<file path="src/rtl/raster_pkg.sv">
package raster_pkg;

  localparam int unsigned CW = 10;
  localparam int unsigned DW = 32;
  localparam int unsigned AW = 3;

  typedef enum logic [AW-1:0] {
    RA_TOTALS = 3'd0,
    RA_BORD_H = 3'd1,
    RA_BORD_V = 3'd2,
    RA_WIN_H  = 3'd3,
    RA_WIN_V  = 3'd4,
    RA_WIN_SZ = 3'd5,
    RA_CTRL   = 3'd6,
    RA_CFG    = 3'd7
  } reg_addr_e;

  typedef struct packed {
    logic [CW-1:0] h_total;
    logic [CW-1:0] v_total;
    logic [CW-1:0] bh_start;
    logic [CW-1:0] bh_stop;
    logic [CW-1:0] bv_start;
    logic [CW-1:0] bv_stop;
    logic [CW-1:0] wh_start;
    logic [CW-1:0] wv_start0;
    logic [CW-1:0] wv_start1;
    logic [CW-1:0] w_words_m1;
    logic [CW-1:0] w_lines_m1;
    logic          disp_en;
    logic          line_dbl;
    logic          pix_dbl;
    logic          blank;
    logic          interlace;
  } raster_cfg_t;

endpackage

</file>
<file path="src/rtl/raster_regs.sv">
module raster_regs
  import raster_pkg::*;
(
  input  logic                 clk_i,
  input  logic                 rst_ni,
  input  logic                 wr_en_i,
  input  logic [AW-1:0]        wr_addr_i,
  input  logic [DW-1:0]        wr_data_i,
  input  logic                 frame_end_i,
  output raster_cfg_t          cfg_o,
  output logic                 pending_o
);

  localparam int unsigned HI = 16;

  raster_cfg_t shadow_q, live_q;
  logic        pending_q;
  logic        load;
  logic        unused_wr_bits;

  assign unused_wr_bits = ^wr_data_i[DW-1:HI+CW];

  // live copy follows shadow at retrace, or at once while the display is off
  assign load = pending_q && (frame_end_i || !live_q.disp_en);

  always_ff @(posedge clk_i or negedge rst_ni) begin
    if (!rst_ni) begin
      shadow_q <= '0;
    end else if (wr_en_i) begin
      case (reg_addr_e'(wr_addr_i))
        RA_TOTALS: begin
          shadow_q.v_total <= wr_data_i[HI +: CW];
          shadow_q.h_total <= wr_data_i[0 +: CW];
        end
        RA_BORD_H: begin
          shadow_q.bh_start <= wr_data_i[HI +: CW];
          shadow_q.bh_stop  <= wr_data_i[0 +: CW];
        end
        RA_BORD_V: begin
          shadow_q.bv_start <= wr_data_i[HI +: CW];
          shadow_q.bv_stop  <= wr_data_i[0 +: CW];
        end
        RA_WIN_H:  shadow_q.wh_start <= wr_data_i[0 +: CW];
        RA_WIN_V: begin
          shadow_q.wv_start1 <= wr_data_i[HI +: CW];
          shadow_q.wv_start0 <= wr_data_i[0 +: CW];
        end
        RA_WIN_SZ: begin
          shadow_q.w_lines_m1 <= wr_data_i[CW +: CW];
          shadow_q.w_words_m1 <= wr_data_i[0 +: CW];
        end
        RA_CTRL: begin
          shadow_q.disp_en  <= wr_data_i[0];
          shadow_q.line_dbl <= wr_data_i[1];
        end
        default: begin
          shadow_q.pix_dbl   <= wr_data_i[0];
          shadow_q.blank     <= wr_data_i[3];
          shadow_q.interlace <= wr_data_i[4];
        end
      endcase
    end
  end

  always_ff @(posedge clk_i or negedge rst_ni) begin
    if (!rst_ni) begin
      live_q    <= '0;
      pending_q <= 1'b0;
    end else begin
      if (load) live_q <= shadow_q;
      if (wr_en_i)   pending_q <= 1'b1;
      else if (load) pending_q <= 1'b0;
    end
  end

  assign cfg_o     = live_q;
  assign pending_o = pending_q;

  a_r4_pend_on_write: assert property (@(posedge clk_i) disable iff (!rst_ni)
    wr_en_i |=> pending_q);

  a_r4_live_hold: assert property (@(posedge clk_i) disable iff (!rst_ni)
    (live_q.disp_en && !frame_end_i) |=> $stable(live_q));

  a_r4_pend_clear: assert property (@(posedge clk_i) disable iff (!rst_ni)
    (pending_q && frame_end_i && !wr_en_i) |=> !pending_q);

endmodule

</file>
<file path="src/rtl/raster_counters.sv">
module raster_counters
  import raster_pkg::*;
(
  input  logic          clk_i,
  input  logic          rst_ni,
  input  logic          en_i,
  input  logic          interlace_i,
  input  logic [CW-1:0] h_total_i,
  input  logic [CW-1:0] v_total_i,
  output logic [CW-1:0] h_cnt_o,
  output logic [CW-1:0] v_cnt_o,
  output logic          field_o,
  output logic          frame_end_o
);

  localparam int unsigned XW = CW + 1;

  logic [CW-1:0] h_cnt_q, v_cnt_q;
  logic          field_q;
  logic          h_last, v_last;

  // a total of 0 or 1 degenerates to a one-count period
  assign h_last = (XW'(h_cnt_q) + XW'(1)) >= XW'(h_total_i);
  assign v_last = (XW'(v_cnt_q) + XW'(1)) >= XW'(v_total_i);
  assign frame_end_o = en_i && h_last && v_last;

  always_ff @(posedge clk_i or negedge rst_ni) begin
    if (!rst_ni) begin
      h_cnt_q <= '0;
      v_cnt_q <= '0;
      field_q <= 1'b0;
    end else if (!en_i) begin
      h_cnt_q <= '0;
      v_cnt_q <= '0;
      field_q <= 1'b0;
    end else if (h_last) begin
      h_cnt_q <= '0;
      if (v_last) begin
        v_cnt_q <= '0;
        field_q <= interlace_i ? !field_q : 1'b0;
      end else begin
        v_cnt_q <= v_cnt_q + CW'(1);
      end
    end else begin
      h_cnt_q <= h_cnt_q + CW'(1);
    end
  end

  assign h_cnt_o = h_cnt_q;
  assign v_cnt_o = v_cnt_q;
  assign field_o = field_q;

  a_r2_h_step: assert property (@(posedge clk_i) disable iff (!rst_ni)
    (en_i && (XW'(h_cnt_q) + XW'(1) < XW'(h_total_i))) |=> h_cnt_q == $past(h_cnt_q) + CW'(1));

  a_r2_h_wrap: assert property (@(posedge clk_i) disable iff (!rst_ni)
    (en_i && h_total_i != '0 && h_cnt_q == h_total_i - CW'(1)) |=> h_cnt_q == '0);

  a_r11_idle: assert property (@(posedge clk_i) disable iff (!rst_ni)
    !en_i |=> (h_cnt_q == '0 && v_cnt_q == '0 && !field_q));

  a_r10_field_hold: assert property (@(posedge clk_i) disable iff (!rst_ni)
    (en_i && !frame_end_o) |=> $stable(field_q));

endmodule

</file>
<file path="src/rtl/raster_window.sv">
module raster_window
  import raster_pkg::*;
#(
  parameter int unsigned HSYNC_CLKS  = 8,
  parameter int unsigned VSYNC_LINES = 3
) (
  input  logic          clk_i,
  input  logic          rst_ni,
  input  raster_cfg_t   cfg_i,
  input  logic [CW-1:0] h_cnt_i,
  input  logic [CW-1:0] v_cnt_i,
  input  logic          field_i,
  output logic          hsync_o,
  output logic          vsync_o,
  output logic          border_o,
  output logic          window_o,
  output logic          fetch_o,
  output logic [CW-1:0] word_idx_o
);

  localparam int unsigned XW = CW + 2;
  localparam logic [CW-1:0] HS_LIM = CW'(HSYNC_CLKS);
  localparam logic [CW-1:0] VS_LIM = CW'(VSYNC_LINES);

  logic [XW-1:0] h_x, v_x, wh_lo, wh_hi, wv_lo, wv_hi;
  logic [CW-1:0] rel;
  logic          in_vis, in_win;

  assign h_x   = XW'(h_cnt_i);
  assign v_x   = XW'(v_cnt_i);
  assign wh_lo = XW'(cfg_i.wh_start);
  assign wh_hi = wh_lo + ((XW'(cfg_i.w_words_m1) + XW'(1)) << cfg_i.pix_dbl);
  assign wv_lo = XW'(field_i ? cfg_i.wv_start1 : cfg_i.wv_start0);
  assign wv_hi = wv_lo + ((XW'(cfg_i.w_lines_m1) + XW'(1)) << cfg_i.line_dbl);

  assign in_vis = cfg_i.disp_en &&
                  h_cnt_i >= cfg_i.bh_start && h_cnt_i < cfg_i.bh_stop &&
                  v_cnt_i >= cfg_i.bv_start && v_cnt_i < cfg_i.bv_stop;

  assign in_win = cfg_i.disp_en && !cfg_i.blank &&
                  h_x >= wh_lo && h_x < wh_hi && v_x >= wv_lo && v_x < wv_hi;

  assign rel = h_cnt_i - cfg_i.wh_start;

  assign hsync_o    = cfg_i.disp_en && (h_cnt_i < HS_LIM);
  assign vsync_o    = cfg_i.disp_en && (v_cnt_i < VS_LIM);
  assign window_o   = in_win;
  assign border_o   = in_vis && !in_win;
  assign fetch_o    = in_win && (!cfg_i.pix_dbl || !rel[0]);
  assign word_idx_o = !in_win ? '0 : (cfg_i.pix_dbl ? (rel >> 1) : rel);

  a_r6_fetch_in_win: assert property (@(posedge clk_i) disable iff (!rst_ni)
    fetch_o |-> window_o);

  a_r5_no_overlap: assert property (@(posedge clk_i) disable iff (!rst_ni)
    !(border_o && window_o));

  a_r9_blank_no_win: assert property (@(posedge clk_i) disable iff (!rst_ni)
    cfg_i.blank |-> (!window_o && !fetch_o));

  a_r11_off_quiet: assert property (@(posedge clk_i) disable iff (!rst_ni)
    !cfg_i.disp_en |-> !(hsync_o || vsync_o || border_o || window_o));

endmodule

</file>
<file path="src/rtl/raster_gen.sv">
module raster_gen
  import raster_pkg::*;
#(
  parameter int unsigned HSYNC_CLKS  = 8,
  parameter int unsigned VSYNC_LINES = 3
) (
  input  logic                      clk_i,
  input  logic                      rst_ni,
  input  logic                      wr_en_i,
  input  logic [2:0]                wr_addr_i,
  input  logic [31:0]               wr_data_i,
  output logic                      hsync_o,
  output logic                      vsync_o,
  output logic                      field_o,
  output logic                      border_o,
  output logic                      window_o,
  output logic                      fetch_o,
  output logic [raster_pkg::CW-1:0] word_idx_o,
  output logic                      pending_o
);

  raster_cfg_t   cfg;
  logic [CW-1:0] h_cnt, v_cnt;
  logic          field, frame_end;

  raster_regs u_regs (
    .clk_i       (clk_i),
    .rst_ni      (rst_ni),
    .wr_en_i     (wr_en_i),
    .wr_addr_i   (wr_addr_i),
    .wr_data_i   (wr_data_i),
    .frame_end_i (frame_end),
    .cfg_o       (cfg),
    .pending_o   (pending_o)
  );

  raster_counters u_cnt (
    .clk_i       (clk_i),
    .rst_ni      (rst_ni),
    .en_i        (cfg.disp_en),
    .interlace_i (cfg.interlace),
    .h_total_i   (cfg.h_total),
    .v_total_i   (cfg.v_total),
    .h_cnt_o     (h_cnt),
    .v_cnt_o     (v_cnt),
    .field_o     (field),
    .frame_end_o (frame_end)
  );

  raster_window #(
    .HSYNC_CLKS  (HSYNC_CLKS),
    .VSYNC_LINES (VSYNC_LINES)
  ) u_win (
    .clk_i      (clk_i),
    .rst_ni     (rst_ni),
    .cfg_i      (cfg),
    .h_cnt_i    (h_cnt),
    .v_cnt_i    (v_cnt),
    .field_i    (field),
    .hsync_o    (hsync_o),
    .vsync_o    (vsync_o),
    .border_o   (border_o),
    .window_o   (window_o),
    .fetch_o    (fetch_o),
    .word_idx_o (word_idx_o)
  );

  assign field_o = field;

endmodule

</file>
<file path="config.mk">
export PLATFORM = sky130hd
export DESIGN_NAME = raster_gen
export DESIGN_NICKNAME = d
export VERILOG_FILES = /design/src/rtl/raster_pkg.sv /design/src/rtl/raster_regs.sv /design/src/rtl/raster_counters.sv /design/src/rtl/raster_window.sv /design/src/rtl/raster_gen.sv
export SDC_FILE = /design/constraint.sdc
export NUM_CORES = 1
export LEC_CHECK = 0
export BUFFER_PORTS_ARGS = -buffer_cell sky130_fd_sc_hd__buf_2
export CAP_MARGIN = 30
export CORE_MARGIN = 3
export CORE_UTILIZATION = 55
export DETAILED_ROUTE_END_ITERATION = 12
export GPL_ROUTABILITY_DRIVEN = 0
export PLACE_DENSITY = 0.72
export SYNTH_ARGS = -nofsm -noshare
export SYNTH_HDL_FRONTEND = slang
export SYNTH_SLANG_ARGS = --single-unit
</file>
<file path="constraint.sdc">
create_clock -name clk_i -period 11.85 [get_ports clk_i]
set_clock_uncertainty 0.1 [all_clocks]
set_input_delay 1.185 -clock clk_i [delete_from_list [all_inputs] [get_ports clk_i]]
set_output_delay 1.185 -clock clk_i [all_outputs]
set_load 0.02 [all_outputs]
</file>
==> results.toml, run 1 <==
[outcome]
status = "completed"

[placement]
post-place-cells = 1591
dpl_cell_area_um2 = 14870
port-buffer-count = 48
hpwlAfterDp_um = 22140

[sta]
hold_ws_ns = 0.3844
final-max-slew-violation-count = 0
tightest_slew_ns = 0.8939
setup_viol_count_final = 0
tns_ns = 0
fmaxAchievable_mhz = 150.7
finalHoldViolCount = 0
min_period_ns = 6.635
relSlewSlack_pct = 40.41
rsz0062_at_grt = "no"
period_share_pct = 55.99

[cts]
cts_inserted_buffers = 27
htree_levels = 1
clkSlewWorstSetupHoldPaths_ns = 0.06
cts_tree = "done"
cts_root_buffer = "clkbuf_16"
cts_sinks = 252
hold_buffers = 0
clockBufferDepth = 3
insertion_delay_ns = 0.55
postCtsSetupBuffers = 0
cts_repair_resize_count = 0

[floorplanning]
fp.dieArea_um2 = 27950
die_w_um = 167.2
coreArea_um2 = 25330
start_util_pct = 56.42
fp.dieH_um = 167.2
ios = 55
row_count = 58

[global_routing]
grt_pass1_vias = 9695
grt_overflow_total = 0
antenna_found_initial = 1
grt_use_total_pct = 22.79
grt_max_degree = 118
grt_pass1_wl_um = 51410

[drt]
first_pass_iters = 6
avgViaCountPerCell = 5.848
vias = 9597
drtIter0Drc = 579
drc = 0
post_drt_wl_per_cell_um = 19.24
antenna_left = 0
routed_wl_um = 31580

[layout]
nFillCells = 2045
regArea_um2 = 6306
multiInputGateArea_um2 = 7421
insertedDiodeCount = 0
fin_area_um2 = 15810
drive_gt1_share_pct = 27.46
syn_to_final_growth_pct = 10.63
stdcell_count = 1641
nets = 1454

[critical_path]
rrSetupSlack_ns = 7.03
worstPathArrival_ns = 5.35
crit_path_start_kind = "flip-flop"
criticalPathCategory = "flip-flop to primary output"
required_ns = 10.57
crit_path_end_kind = "primary output"
path_max_fanout = 30

[synthesis]
synthCells = 1245
yosysUniqueCellTypes = 74
synth-warning-count = 0
syn-cell-area_um2 = 14290
synth_fp_nets = 1409
yosys.area.top_type_share_pct = 44.13
ys_seq_area_share_pct = 44.13
ys_ff_latch = 252
synthTopCellsByCount = "dfrtp_1, mux2_2, ha_1"
synth_edf_count = 0
synth_flop_cell = "dfrtp_1"
synth_area_leaders = "dfrtp_1, mux2_2, ha_1"
synthArstFlopShare_pct = 100.0
avgSynthCellArea_um2 = 11.48
yosysMostFrequentCell = "dfrtp_1"
yosysTopAreaCell = "dfrtp_1"

[run]
drv_cap = 0

[worst_hold_path]
min_path_type = "flip-flop to flip-flop"

[pwr]
p_leak_nw = 7.440
ir_drop_uv = 145.5
power_density_nw_per_um2 = 274.9
layout make-up:
class	count	area share, %
Clock buffer	35	4.780
Clock inverter	15	1.163
Tap cell	330	2.612
Sequential cell	252	39.89
Timing Repair Buffer	59	2.359
Multi-Input combinational cell	855	46.94
Inverter	95	2.256
sequential cells by signal (all words and copies together) (netlist names):
signal            flops
u_regs.cfg_o        115
u_cnt.field_o         1
u_cnt.h_cnt_o        10
u_regs.shadow_q     115
u_cnt.v_cnt_o        10
u_regs.pending_o      1
logic make-up after synthesis:
logic type	count (synthesis)	synth area share, %
muxes	255	19.92
and+or+nand+nor	222	8.266
buffers and inverters	138	4.133
DFF	252	44.13
AOI/OAI and AO/OA	204	9.421
xor gates and xnor gates	48	2.942
adders and majority gates	126	11.19
where the power goes:
group	internal [mW]	total, mW	switching (mW)
Clock	0.520	0.874	0.355
Sequential	1.16	1.41	0.251
Combinational	1.01	2.06	1.06
Total	2.69	4.35	1.66
layout by cell type (no fill, tap or decap), types with 11 or more instances in the layout:
master	count
dfrtp_1	252
mux2_2	225
ha_1	123
inv_1	94
a21oi_1	58
nand2_1	48
buf_2	47
o21ai_0	43
nor2_1	40
xor2_1	27
clkbuf_16	27
mux2i_1	23
xnor2_1	21
nand3_1	21
nand2b_1	18
a21o_1	18
nor3_1	13
and2_1	12
and3_1	12
a31oi_1	12
nor2b_1	11
final timing paths:
kind,startpoint,end,depth (start not counted)
min in group asynchronous,rst_ni,u_regs.shadow_q[75],1
min reg2reg,u_regs.shadow_q[12],u_regs.cfg_o[12],1
max,u_regs.cfg_o[3],word_idx_o[8],18
min,u_regs.shadow_q[12],u_regs.cfg_o[12],1
max reg2reg,u_cnt.h_cnt_o[1],u_regs.cfg_o[28],14
max in group asynchronous,rst_ni,u_regs.cfg_o[9],4
worst max-delay path, stage by stage, from the launching register on:
cell,delay (ns)
dfrtp_1,0.87
inv_1,0.24
mux2i_1,0.38
ha_1,0.31
a21oi_1,0.22
o21ai_0,0.14
a21oi_1,0.23
o21bai_1,0.09
a21oi_1,0.17
xor2_1,0.16
ha_1,0.26
o21a_1,0.11
o21a_1,0.16
o21ai_0,0.15
a31oi_1,0.08
o221ai_2,0.30
o2111ai_4,0.40
nor3_1,0.31
buf_2,0.20
stage by stage:
step	power (mW)	setup WS [ns]	utilization, %
floorplan	3.030	6.347	-
global placement	3.390	5.911	58.49
detailed placement	3.475	5.802	58.71
CTS	4.372	5.197	62.42
global route	4.713	4.778	62.42
finish	4.347	5.215	62.42
metal layers:
metal  vias to the layer above  global-route usage, %  wire length [um]
met3                        60                  3.116              1291
met4                         0                  6.973              1050
met5                         -                      0                 0
met1                      4781                  32.15             14690
li1                       4562                      -                 -
met2                       194                  37.05             14550
No activity file was read; power rests on OpenSTA's default activity.
==> inputs of run 2 (changes only) <==
Settings changed: PLACE_DENSITY 0.72 to 0.75.
Clock period 11.85 ns to 5.8 ns, I/O delays scaled along.
==> run 2 against run 1 <==
  * Register-to-register slack lost 5.7 ns
  * Non-clock buffer count grew 6
  * Critical path depth is the same
  * Routed wire length shrank 1.4%
==> results.toml, run 2 (synthesized netlist as in run 1, its figures left out) <==
[layout]
insertedDiodeCount = 0
nFillCells = 2069
nets = 1459
layout_commonest_cell = "dfrtp_1"
fin_area_um2 = 15800
drive_gt1_share_pct = 27.74
mostFrequentLayoutCells = "dfrtp_1, mux2_2, ha_1"
syn_to_final_growth_pct = 10.56
stdcell_count = 1642

[outcome]
status = "completed"

[drt]
drc = 0
antenna_left = 0
avgViaCountPerCell = 5.879
vias = 9653
routed_wl_um = 31140
first_pass_iters = 5
post_drt_wl_per_cell_um = 18.96
drtIter0Drc = 654

[sta]
fmaxAchievable_mhz = 184.8
hold_ws_ns = 0.01537
relSlewSlack_pct = 31.47
worst_slack_ns = 0.3890
min_period_ns = 5.411
tightest_slew_ns = 1.028
final-max-slew-violation-count = 0
period_share_pct = 93.29
finalHoldViolCount = 0
setup_viol_count_final = 0

[cts]
cts_inserted_buffers = 26
clockBufferDepth = 3
insertion_delay_ns = 0.56
htree_levels = 1
hold_buffers = 0
clkSlewWorstSetupHoldPaths_ns = 0.06
cts_root_buffer = "clkbuf_16"
cts_sinks = 252
cts_tree = "done"

[placement]
pre_cts_ws_ns = 0.6711
hpwlAfterDp_um = 22450
dpl_cell_area_um2 = 14880
post-place-cells = 1596
port-buffer-count = 48

[critical_path]
slowest_delay_ns = 0.51
path_max_fanout = 10
crit_path_end_kind = "primary output"
required_ns = 5.12
slowest_stage = "dfrtp_1"
worst-path-buf-inv = 4
path_cells = "buf_4 -> mux2_2 -> ha_1 -> inv_1 -> fa_1 -> nor2b_1 -> o31a_1 -> o41a_1 -> nand2b_1 -> ha_1 -> o21a_1 -> o21ai_0 -> a31oi_1 -> o221ai_2 -> o2111ai_4 -> buf_12 -> a21oi_2 -> buf_2"
worstPathArrival_ns = 4.73
criticalPathCategory = "flip-flop to primary output"
crit_path_start_kind = "flip-flop"
crit_top_cell = "ha_1"
crit_family = "compound AO/OA/AOI/OAI gates"

[floorplanning]
coreArea_um2 = 25330
fp.dieH_um = 167.2
start_util_pct = 56.42
row_count = 58
fp.dieArea_um2 = 27950
die_w_um = 167.2
ios = 55

[pwr]
p_int_mw = 5.480
pwr-share-clk_pct = 19.3
p_sw_share_pct = 38.40
total_power_mw = 8.897
power_density_nw_per_um2 = 563.1
ir_drop_uv = 312.7
p_seq_share_pct = 32.1
p_leak_nw = 7.446
combPwrFrac_pct = 48.6
power_switching_mw = 3.416

[global_routing]
grt_overflow_total = 0
grt_pass1_vias = 9853
antenna_found_initial = 0
grt_max_degree = 141
grt_use_total_pct = 22.43
grt_pass1_wl_um = 51240

[worst_hold_path]
min_path_type = "input port to async pin"

[run]
drv_cap = 0
==> run 2: stage by stage <==
stage	setup TNS, ns	util, %
floorplan	0	-
global placement	0	58.75
detailed placement	0	58.75
CTS	0	62.25
global route	-0.04987	62.38
finish	0	62.38
==> run 2: routing by layer <==
metal,track usage [%],part of all wire (%)
met5,0,0
met4,5.265,2.1
met3,3.045,3.8
met2,36.99,47
met1,31.93,47
==> run 2: worst register-to-register path: stages, from the launching register on <==
cell and delay (ns):
dfrtp_1 0.48, ha_1 0.25, nand2_1 0.07, nor2_1 0.21, and3_1 0.20, xor2_1 0.21
ha_1 0.28, and3_1 0.19, a2111o_1 0.43, a311oi_2 0.32, o21ai_2 0.20, nand3_4 0.60
buf_4 0.39, mux2_2 0.37
==> run 2: path summary, 6_finish.rpt <==
| path | depth (start not counted) | slack [ns] | from | end |
|---|---|---|---|---|
| setup / recovery | 18 | 0.39 | u_cnt.field_o | fetch_o |
| min in group clk_i | 2 | 0.17 | wr_data_i[13] | u_regs.shadow_q[8] |
| hold reg to reg | 1 | 0.38 | u_regs.shadow_q[14] | u_regs.cfg_o[14] |
| setup reg to reg | 13 | 1.37 | u_cnt.h_cnt_o[0] | u_regs.cfg_o[26] |
| max in group asynchronous | 2 | 4.15 | rst_ni | u_regs.cfg_o[12] |
| hold / removal | 1 | 0.02 | rst_ni | u_regs.shadow_q[105] |
==> run 2: layout make-up <==
type / count / area, um^2 / area share (%)
timing repair buffer: 65 / 402.9 / 2.550
tap: 330 / 412.9 / 2.613
clock buffer: 36 / 738.2 / 4.673
clock inverter: 9 / 148.9 / 0.9424
multi-input combinational: 855 / 7433 / 47.05
inverter: 95 / 356.6 / 2.257
sequential: 252 / 6306 / 39.91
==> run 2: repair_timing <==
item / in CTS / in global routing
endpoints found under the setup margin: 0 / 13
resized for setup: 0 / 11
setup buffers: 0 / 1
==> run 2: power by group through the flow <==
stage	clock network, mW	logic, mW	registers [mW]
after detailed placement	0	4.27	2.88
after floorplan	0	3.51	2.68
after CTS	1.75	4.31	2.85
after global routing	1.82	4.89	2.94
final	1.72	4.33	2.85
after global placement	0	4.11	2.83
==> inputs of run 3 (changes only) <==
Settings changed: ABC_AREA from default to 1, PLACE_DENSITY 0.75 to 0.78, SLEW_MARGIN from default to 20.
==> run 3 against run 2 <==
  * Setup slack better by 0.17 ns
  * Via count rose by 20%
  * Sequential share of layout area fell by 0.83 points
  * Sequential power shrank 7.7%
  * Area after synthesis grew 3.2%
  * Fmax rose by 3.3%
  * Largest power group unchanged
  * Critical path type unchanged
  * First-iteration DRC count grew 24%
  * Largest cell class unchanged
  * Utilization decreased by 0.81 points
  * Clock-buffer cell count down 2
  * Combinational power fell by 11%
  * Synthesized cell count grew 45%
==> results.toml, run 3 <==
[worst_hold_path]
timing.hold.worst_path_depth = 3
min_from = "wr_en_i"
holdPathEnd = "u_regs.pending_o"
min_path_type = "input port to flip-flop"

[cts]
postCtsSetupBuffers = 0
cts_root_buffer = "clkbuf_16"
htree_levels = 1
clockBufferDepth = 3
cts_inserted_buffers = 27
cts_tree = "done"
cts_sinks = 252
clkSlewWorstSetupHoldPaths_ns = 0.07
insertion_delay_ns = 0.55

[global_routing]
grt_overflow_total = 0
grt_pass1_wl_um = 55570
antenna_found_initial = 0
grt_max_degree = 139
use_met2_pct = 40.90
grt_use_total_pct = 23.78
grtUsageMet1_pct = 31.22
busiest_layer = "met2"
met3_usage_pct = 3.075
grt_pass1_vias = 11188

[placement]
port-buffer-count = 48
hpwlAfterDp_um = 23850
pre_cts_ws_ns = 0.9538

[floorplanning]
ios = 55
start_util_pct = 56.29
row_count = 59
fp.dieH_um = 169.8
fp.dieArea_um2 = 28820
die_w_um = 169.8
coreArea_um2 = 26210

[pwr]
ir_drop_uv = 300.7
p_seq_share_pct = 31.8
combPwrFrac_pct = 46.4
power_density_nw_per_um2 = 512.4
pwr-share-clk_pct = 21.8
p_int_mw = 4.741
p_sw_share_pct = 42.65
power_switching_mw = 3.526
p_leak_nw = 8.524

[synthesis]
yosysMostFrequentCell = "nand2_1"
avgSynthCellArea_um2 = 8.181
synthCells = 1803
ys_ff_latch = 252
yosysUniqueCellTypes = 38
synthTopCellsByCount = "nand2_1, inv_1, dfrtp_1"
ys_seq_area_share_pct = 42.75
synth-warning-count = 0
synthArstFlopShare_pct = 100.0
synth_area_leaders = "dfrtp_1, nand2_1, ha_1"
synth_flop_cell = "dfrtp_1"
synth_edf_count = 0
yosys.area.top_type_share_pct = 42.75
yosysTopAreaCell = "dfrtp_1"
synth_fp_nets = 1967
syn-cell-area_um2 = 14750

[sta]
finalHoldViolCount = 0
setup_viol_count_final = 0
worst_slack_ns = 0.5610
period_share_pct = 90.33
tightest_slew_ns = 0.9665
hold_ws_ns = 0.1502
final-max-slew-violation-count = 0
rsz0062_at_grt = "no"
min_period_ns = 5.239
relSlewSlack_pct = 35.07
fmaxAchievable_mhz = 190.9
tns_ns = 0

[drt]
first_pass_iters = 5
drtIter0Drc = 810
routed_wl_um = 33650
drc = 0
avgViaCountPerCell = 5.302
post_drt_wl_per_cell_um = 15.36
vias = 11612
antenna_left = 0

[critical_path]
required_ns = 5.12
cp-startpoint = "u_regs.cfg_o[15]"
rr_worst_depth = 17
path_max_fanout = 11
criticalPathCategory = "flip-flop to primary output"
rrSetupSlack_ns = 1.70
crit_path_end_kind = "primary output"
worstPathArrival_ns = 4.56
reg2reg_to = "u_regs.cfg_o[48]"
r2r_start = "u_cnt.h_cnt_o[1]"
crit_path_start_kind = "flip-flop"

[layout]
mostFrequentLayoutCells = "nand2_1, inv_1, dfrtp_1"
drive_gt1_share_pct = 11.54
syn_to_final_growth_pct = 9.381
insertedDiodeCount = 0
nets = 1998
layout_commonest_cell = "nand2_1"
fin_util_pct = 61.57

[run]
drv_cap = 0

[outcome]
status = "completed"
==> run 3: cell types whose count changed in the layout (fill, tap and decap cells not counted), moves of 18 or more <==
cell      before  now
nand3_1       21   45
nand2_1       48  441
o21ai_0       40  165
nand2b_1      18    0
nor2_1        40   95
mux2_2       225    0
inv_1         94  309
mux2i_1       23    2
o21ai_1        3   30
o21ai_2        1   85
==> run 3: how the worst max path moves through the flow <==
stage                                to  slack, ns  cells after the start
after global placement    word_idx_o[9]       1.06                     23
after CTS                 word_idx_o[7]       0.38                     22
final                     word_idx_o[7]       0.56                     22
after global routing      word_idx_o[1]       0.11                     22
after detailed placement  word_idx_o[7]       0.95                     22
after floorplan                border_o       1.66                     23
==> run 3: cell type report <==
| cell class | instances | area (um^2) |
|---|---|---|
| Tap cell | 335 | 419.2 |
| Clock buffer | 34 | 752.0 |
| Clock inverter | 16 | 191.4 |
| Multi-Input combinational cell | 1180 | 6883 |
| Sequential cell | 252 | 6306 |
| Fill cell | 2213 | 10070 |
| Inverter | 311 | 1167 |
| Timing Repair Buffer | 62 | 415.4 |
==> run 3: worst max-delay path, cell delays in order, from the launching register on <==
cell and delay [ns]:
dfrtp_1 0.41, ha_1 0.20, nand2_1 0.09, nor3_1 0.38, inv_1 0.13, nand3_1 0.10
o21ai_0 0.13, ha_1 0.38, nand2_1 0.08, nor2_1 0.10, nand2_1 0.07, a21oi_1 0.21
inv_1 0.07, nand2_1 0.07, xor2_1 0.14, ha_1 0.26, a21oi_1 0.12, a21boi_0 0.25
nor2_1 0.07, nand3_1 0.14, nand3_2 0.26, nor2_1 0.17, buf_2 0.18
==> run 3: stage by stage <==
stage                     instance area [um^2]  std cells  total power, mW
after global routing                     16130       2190            9.029
after floorplan                          14750       1803            5.763
after CTS                                16090       2188            8.295
after global placement                   15150       2138            6.263
final                                    16130       2190            8.267
after detailed placement                 15150       2138            6.444
==> run 3: power by group through the flow <==
| stage | logic [mW] | clock network [mW] | registers [mW] |
|---|---|---|---|
| 6_report | 3.84 | 1.80 | 2.63 |
| 3_3_place_gp | 3.63 | 0 | 2.63 |
| 4_1_cts | 3.84 | 1.83 | 2.62 |
| 3_5_place_dp | 3.80 | 0 | 2.65 |
| 5_1_grt | 4.42 | 1.91 | 2.70 |
| 2_1_floorplan | 3.23 | 0 | 2.53 |
==> run 3: logic make-up after synthesis <==
group / after synthesis / synth area share, %
xor gates and xnor gates: 46 / 2.731
muxes: 2 / 0.1357
DFF: 252 / 42.75
buffers and inverters: 371 / 10.62
AOI/OAI and AO/OA: 369 / 15.21
adders and majority gates: 126 / 10.84
and+or+nand+nor: 637 / 17.71
==> run 3: repair_timing <==
| item | in CTS | in global routing |
|---|---|---|
| hold buffers | 0 | 1 |
| gates resized for setup | 0 | 1 |
| endpoints found under the setup margin | 0 | 11 |
| endpoints found under the hold margin | 0 | 39 |
==> run 3: per-layer routing <==
metal / wire [um] / up-vias
met5: 0 / -
met4: 1070 / 0
met3: 1666 / 60
met2: 16490 / 275
met1: 14420 / 5473
li1: - / 5804
